[src/rtl/bus_turn_pkg.sv]
package bus_turn_pkg;

    typedef enum logic [0:0] {
        RD_TURN = 1'b0,
        WR_TURN = 1'b1
    } turn_dir_e;

endpackage

[src/rtl/turn_rd_policy.sv]
module turn_rd_policy #(
    parameter int QCNT_W = 6,
    parameter int WM_HI  = 20,
    parameter int WM_LO  = 8
) (
    input  logic [QCNT_W-1:0] rd_pending,
    input  logic [QCNT_W-1:0] wr_pending,
    input  logic              drain_req,
    input  logic              rd_issue,
    output logic              go_write
);
    logic rd_empty;
    logic wr_any;
    logic over_lo;
    logic over_hi;

    always_comb begin
        rd_empty = (rd_pending == '0);
        wr_any   = (wr_pending != '0);
        over_lo  = (int'(wr_pending) > WM_LO);
        over_hi  = (int'(wr_pending) > WM_HI);
        if (rd_empty) begin
            // idle read side: flush writes if enough or drain forced
            go_write = wr_any && (drain_req || over_lo);
        end else begin
            // reads pending: only a read issue under pressure flips
            go_write = rd_issue && over_hi;
        end
    end
endmodule

[src/rtl/turn_wr_policy.sv]
module turn_wr_policy #(
    parameter int QCNT_W  = 6,
    parameter int BURST_W = 5,
    parameter int WM_LO   = 8,
    parameter int MIN_WR  = 4
) (
    input  logic [QCNT_W-1:0]  rd_pending,
    input  logic [QCNT_W-1:0]  wr_pending,
    input  logic               drain_req,
    input  logic               wr_issue,
    input  logic [BURST_W-1:0] writes_done,
    output logic               go_read
);
    logic wr_empty;
    logic backlog_low;
    logic batch_met;

    always_comb begin
        wr_empty    = (wr_pending == '0);
        backlog_low = ((int'(wr_pending) + MIN_WR) < WM_LO) && !drain_req;
        // batch size includes the write issued in this very cycle
        batch_met   = (rd_pending != '0) && ((int'(writes_done) + 1) >= MIN_WR);
        go_read     = wr_empty || (wr_issue && (backlog_low || batch_met));
    end
endmodule

[src/rtl/turn_burst_counter.sv]
module turn_burst_counter #(
    parameter int BURST_W = 5
) (
    input  logic               clk,
    input  logic               rst_n,
    input  logic               clear,
    input  logic               inc,
    output logic [BURST_W-1:0] cnt
);
    localparam logic [BURST_W-1:0] CNT_MAX = {BURST_W{1'b1}};

    always_ff @(posedge clk or negedge rst_n) begin
        if (!rst_n) begin
            cnt <= '0;
        end else if (clear) begin
            cnt <= '0;
        end else if (inc && (cnt != CNT_MAX)) begin
            cnt <= cnt + 1'b1;
        end
    end


    cnt_step_chk: assert property (@(posedge clk) disable iff (!rst_n)
        (inc && !clear && cnt != CNT_MAX) |=> (cnt == $past(cnt) + 1'b1));


    cnt_sat_chk: assert property (@(posedge clk) disable iff (!rst_n)
        (inc && !clear && cnt == CNT_MAX) |=> (cnt == CNT_MAX));
endmodule

[src/rtl/bus_turn_ctrl.sv]
module bus_turn_ctrl
    import bus_turn_pkg::*;
#(
    parameter int QCNT_W  = 6,
    parameter int BURST_W = 5,
    parameter int WM_HI   = 20,
    parameter int WM_LO   = 8,
    parameter int MIN_WR  = 4
) (
    input  logic               clk,
    input  logic               rst_n,
    input  logic [QCNT_W-1:0]  rd_pending,
    input  logic [QCNT_W-1:0]  wr_pending,
    input  logic               drain_req,
    input  logic               rd_issue,
    input  logic               wr_issue,
    output logic               dir_wr,
    output logic               turn_switched,
    output logic [BURST_W-1:0] turn_bursts
);
    turn_dir_e state_q;
    turn_dir_e state_d;
    logic      sw_q;
    logic      go_write;
    logic      go_read;
    logic      cnt_clear;
    logic      cnt_inc;

    turn_rd_policy #(
        .QCNT_W (QCNT_W),
        .WM_HI  (WM_HI),
        .WM_LO  (WM_LO)
    ) rd_pol_i (
        .rd_pending (rd_pending),
        .wr_pending (wr_pending),
        .drain_req  (drain_req),
        .rd_issue   (rd_issue),
        .go_write   (go_write)
    );

    turn_wr_policy #(
        .QCNT_W  (QCNT_W),
        .BURST_W (BURST_W),
        .WM_LO   (WM_LO),
        .MIN_WR  (MIN_WR)
    ) wr_pol_i (
        .rd_pending  (rd_pending),
        .wr_pending  (wr_pending),
        .drain_req   (drain_req),
        .wr_issue    (wr_issue),
        .writes_done (turn_bursts),
        .go_read     (go_read)
    );

    // next-direction decision
    always_comb begin
        state_d = state_q;
        unique case (state_q)
            RD_TURN: if (go_write) state_d = WR_TURN;
            WR_TURN: if (go_read)  state_d = RD_TURN;
        endcase
    end

    // state register
    always_ff @(posedge clk or negedge rst_n) begin
        if (!rst_n) begin
            state_q <= RD_TURN;
            sw_q    <= 1'b0;
        end else begin
            state_q <= state_d;
            sw_q    <= (state_d != state_q);
        end
    end

    // outputs and counter control
    always_comb begin
        dir_wr        = (state_q == WR_TURN);
        turn_switched = sw_q;
        cnt_clear     = (state_d != state_q);
        cnt_inc       = 1'b0;
        unique case (state_q)
            RD_TURN: cnt_inc = rd_issue;
            WR_TURN: cnt_inc = wr_issue;
        endcase
    end

    turn_burst_counter #(
        .BURST_W (BURST_W)
    ) cnt_i (
        .clk   (clk),
        .rst_n (rst_n),
        .clear (cnt_clear),
        .inc   (cnt_inc),
        .cnt   (turn_bursts)
    );


    rd_idle_flush_chk: assert property (@(posedge clk) disable iff (!rst_n)
        (!dir_wr && rd_pending == '0 && wr_pending != '0 &&
         (drain_req || int'(wr_pending) > WM_LO)) |=> dir_wr);


    rd_hold_chk: assert property (@(posedge clk) disable iff (!rst_n)
        (!dir_wr && rd_pending != '0 && !rd_issue) |=> !dir_wr);


    hi_mark_chk: assert property (@(posedge clk) disable iff (!rst_n)
        (!dir_wr && rd_pending != '0 && rd_issue && int'(wr_pending) > WM_HI) |=> dir_wr);


    wr_empty_chk: assert property (@(posedge clk) disable iff (!rst_n)
        (dir_wr && wr_pending == '0) |=> !dir_wr);


    wr_hold_chk: assert property (@(posedge clk) disable iff (!rst_n)
        (dir_wr && wr_pending != '0 && !wr_issue) |=> dir_wr);


    switch_flag_chk: assert property (@(posedge clk) disable iff (!rst_n)
        turn_switched |-> (dir_wr != $past(dir_wr)));


    fresh_turn_chk: assert property (@(posedge clk) disable iff (!rst_n)
        turn_switched |-> (turn_bursts == '0));
endmodule

[config.mk]
export PLATFORM = sky130hd
export DESIGN_NAME = bus_turn_ctrl
export DESIGN_NICKNAME = d
export VERILOG_FILES = /design/src/rtl/bus_turn_pkg.sv /design/src/rtl/turn_rd_policy.sv /design/src/rtl/turn_wr_policy.sv /design/src/rtl/turn_burst_counter.sv /design/src/rtl/bus_turn_ctrl.sv
export SDC_FILE = /design/constraint.sdc
export NUM_CORES = 1
export LEC_CHECK = 0
export BUFFER_PORTS_ARGS = -buffer_cell sky130_fd_sc_hd__buf_2
export CAP_MARGIN = 5
export CORE_MARGIN = 2
export CORE_UTILIZATION = 51
export CTS_CLUSTER_DIAMETER = 60
export DETAILED_ROUTE_END_ITERATION = 7
export HOLD_SLACK_MARGIN = 0.06
export PLACE_DENSITY = 0.82
export SLEW_MARGIN = 15
export SYNTH_ARGS = -nofsm -noshare
export SYNTH_HDL_FRONTEND = slang
export SYNTH_SLANG_ARGS = --single-unit
export TNS_END_PERCENT = 100
[constraint.sdc]
create_clock -name clk -period 4.8 [get_ports clk]
set_input_delay 0 -clock clk [delete_from_list [all_inputs] [get_ports clk]]
set_output_delay 0 -clock clk [all_outputs]
set_load 0.05 [all_outputs]
==> impl_metrics.env <==
export IMPL_outcome="finished, final reports clean"
export IMPL_yosysMostFrequentCell="nor2_1"
export IMPL_firstDrtPassIters=4
export IMPL_worst_setup_path_end_kind="flip-flop"
export IMPL_drc=0
export IMPL_synth_edf_count=0
export IMPL_cp_top_family="compound AO/OA/AOI/OAI gates"
export IMPL_port_buffers=23
export IMPL_path_class="reg2reg"
export IMPL_die_area_mm2=0.00162
export IMPL_clock_latency_ps=260
export IMPL_syn_inst=74
export IMPL_grt_total_usage_pct=21.5
export IMPL_critPathMostFrequentCell="ha_1"
export IMPL_grt_max_degree=11
export IMPL_fin_util_pct=65.9
export IMPL_cp_cell_sequence="ha_1 > and3_1 > ha_1 > a21oi_1 > a311oi_4 > o32ai_1"
export IMPL_maxSlewHeadroom_pct=64.5
export IMPL_synthesis_nets=98
export IMPL_cp_slowest_stage_delay_ps=440
export IMPL_leakagePower_uw=0.000384
export IMPL_root_buffer="clkbuf_4"
export IMPL_multi_input_area_um2=468
export IMPL_antenna_found_initial=0
export IMPL_initial_utilization_pct=52.8
export IMPL_irDropWorstVdd_mv=0.292
export IMPL_area_growth_pct=24.9
export IMPL_cts_buffers=3
export IMPL_netlist_area_um2=669
export IMPL_cts_setup_buffers=0
export IMPL_setup_viol=0
export IMPL_drive_gt1_share_pct=30.7
export IMPL_wl_met1_um=617
export IMPL_met2WireLength_um=767
export IMPL_n_antenna_cell=0
export IMPL_place_congestion=0.801
export IMPL_hold_path_class="in2async"
export IMPL_final_setup_skew_ps=0.703
export IMPL_gr_total_overflow=0
export IMPL_fin_nets=126
export IMPL_synth_top_cell_area_share_pct=26.2
export IMPL_fmax_ghz=0.504
export IMPL_fillCellCount=113
export IMPL_finalSetupTns_ps=0
export IMPL_maxCapViolations=0
export IMPL_r2r_end="cnt_i.cnt[0]"
export IMPL_rr_startpoint="cnt_i.cnt[0]"
export IMPL_worstPathMaxFanout=7
export IMPL_viasPerCell=5.84
export IMPL_yosysTopAreaCell="dfrtp_1"
export IMPL_htree_levels=1
export IMPL_dp_hpwl_um=1190
export IMPL_required_ps=4950
export IMPL_synth_common_cells="nor2_1 (8), dfrtp_1 (7), ha_1 (7)"
export IMPL_postRouteWirelength_um=1480
export IMPL_hold_violations=0
export IMPL_highest_layer="met4"
export IMPL_post_drt_wl_per_cell_um=12.7
export IMPL_fp_row_count=13
export IMPL_ys_seq_area_share_pct=26.2
export IMPL_fp_coreArea_mm2=0.00127
export IMPL_critPathBufInv=0
export IMPL_vias=677
export IMPL_synth_area_leaders="dfrtp_1 (26%), ha_1 (13%), o32ai_1 (5.2%)"
export IMPL_rsz0062_at_grt="no"
export IMPL_postSynthAreaPerCell_um2=9.05
export IMPL_tightestPinTransition_ps=522
export IMPL_die_y_um=40.2
export IMPL_r2r_cells=6
export IMPL_fin_crit_ps=1990
export IMPL_async_flop_share_pct=100
export IMPL_grt_first_pass_wirelength_um=2300
export IMPL_cts_tree="built"
export IMPL_final_seq_area_um2=175
export IMPL_hold_ws_ps=105
export IMPL_io_pin_count=24
export IMPL_postSynth_topFlopCell="dfrtp_1"
export IMPL_path_clk_slew_ps=50
export IMPL_critPathSlowestCell="dfrtp_1"
export IMPL_r2r_slack_ps=2810
export IMPL_ys_seq_elements=7
export IMPL_critPathArrivalTime_ps=2140
export IMPL_dr_wl_met3_um=65
export IMPL_crit_path_start_kind="flip-flop"
export IMPL_clockBufferDepth=2
export IMPL_clock_sinks=7
export IMPL_cts_resized=0
export IMPL_synth_distinct_cells=32
export IMPL_detail_route_antenna_nets=0
export IMPL_power_density_mw_per_mm2=442
export IMPL_dieWidth_um=40.2
export IMPL_drv_slew=0
export IMPL_min_period_over_period_pct=41.4
export IMPL_drtIter0Drc=16
export IMPL_grt_pass1_vias=547
export IMPL_ys_warn_count=0
==> cells by family after synthesis <==
kind of cell / Yosys count / synth area share, %
AND/OR/NAND/NOR: 22 / 18.7
buffers and inverters: 7 / 3.92
multiplexers: 1 / 2.06
adder cells (fa/ha/maj): 7 / 13.1
XOR/XNOR: 2 / 2.62
flip-flops: 7 / 26.2
AO/OA/AOI/OAI: 28 / 33.5
==> area by class of cell <==
| type | instances | share of cell area (%) |
|---|---|---|
| clock buffer | 4 | 3.14 |
| inverter | 6 | 2.69 |
| multi-input combinational | 60 | 56.0 |
| sequential | 7 | 21.0 |
| tap | 15 | 2.25 |
| timing repair buffer | 24 | 15.0 |
==> cell usage in the layout (no fill, tap or decap), drive strengths merged, types with 2 or more instances in the layout <==
master	netlist	layout
nand3	2	2
clkbuf	0	4
nor3b	3	3
a21boi	2	2
a21oi	2	2
dfrtp	7	7
nor4	3	3
o32ai	4	4
ha	7	7
buf	1	23
nor3	2	2
o21a	3	3
nor2	8	8
inv	6	6
o21ai	7	7
o31a	2	2
==> power by group <==
part | total (uW) | internal (uW) | switching [uW]
Combinational | 213 | 70.7 | 142
Clock | 55.5 | 31.8 | 23.6
Sequential | 101 | 78.5 | 22.9
==> sequential cells by signal (all words and copies together), names as in the netlist <==
register       cells
turn_switched      1
cnt_i.cnt          5
dir_wr             1
==> worst max-delay path by stage <==
| stage | startpoint | end | slack (ps) | depth (start not counted) |
|---|---|---|---|---|
| after floorplan | cnt_i.cnt[0] | cnt_i.cnt[3] | 2660 | 7 |
| after global placement | cnt_i.cnt[0] | cnt_i.cnt[0] | 2880 | 6 |
| after detailed placement | cnt_i.cnt[0] | cnt_i.cnt[0] | 2810 | 6 |
| after CTS | cnt_i.cnt[0] | cnt_i.cnt[0] | 2800 | 6 |
| after global routing | cnt_i.cnt[0] | cnt_i.cnt[0] | 2670 | 6 |
| final | cnt_i.cnt[0] | cnt_i.cnt[0] | 2810 | 6 |
==> repair_timing <==
item	CTS	global route
endpoints found under the hold margin	7	0
hold buffers	1	0
endpoints found under the setup margin	0	0
==> routing by layer <==
layer | track usage, % | up-vias
met4 | 7.50 | 0
li1 | - | 345
met1 | 24.3 | 309
met2 | 40.3 | 20
met5 | 0 | -
met3 | 3.33 | 3
==> through the flow <==
stage | std cells | power [uW] | setup slack, ps | cell area (um2)
after floorplan | 74 | 264 | 2660 | 669
after global placement | 111 | 313 | 2880 | 800
after detailed placement | 111 | 316 | 2810 | 800
after CTS | 116 | 374 | 2800 | 836
after global routing | 116 | 400 | 2670 | 836
final | 116 | 370 | 2810 | 836
(Power assumes the default switching activity.)
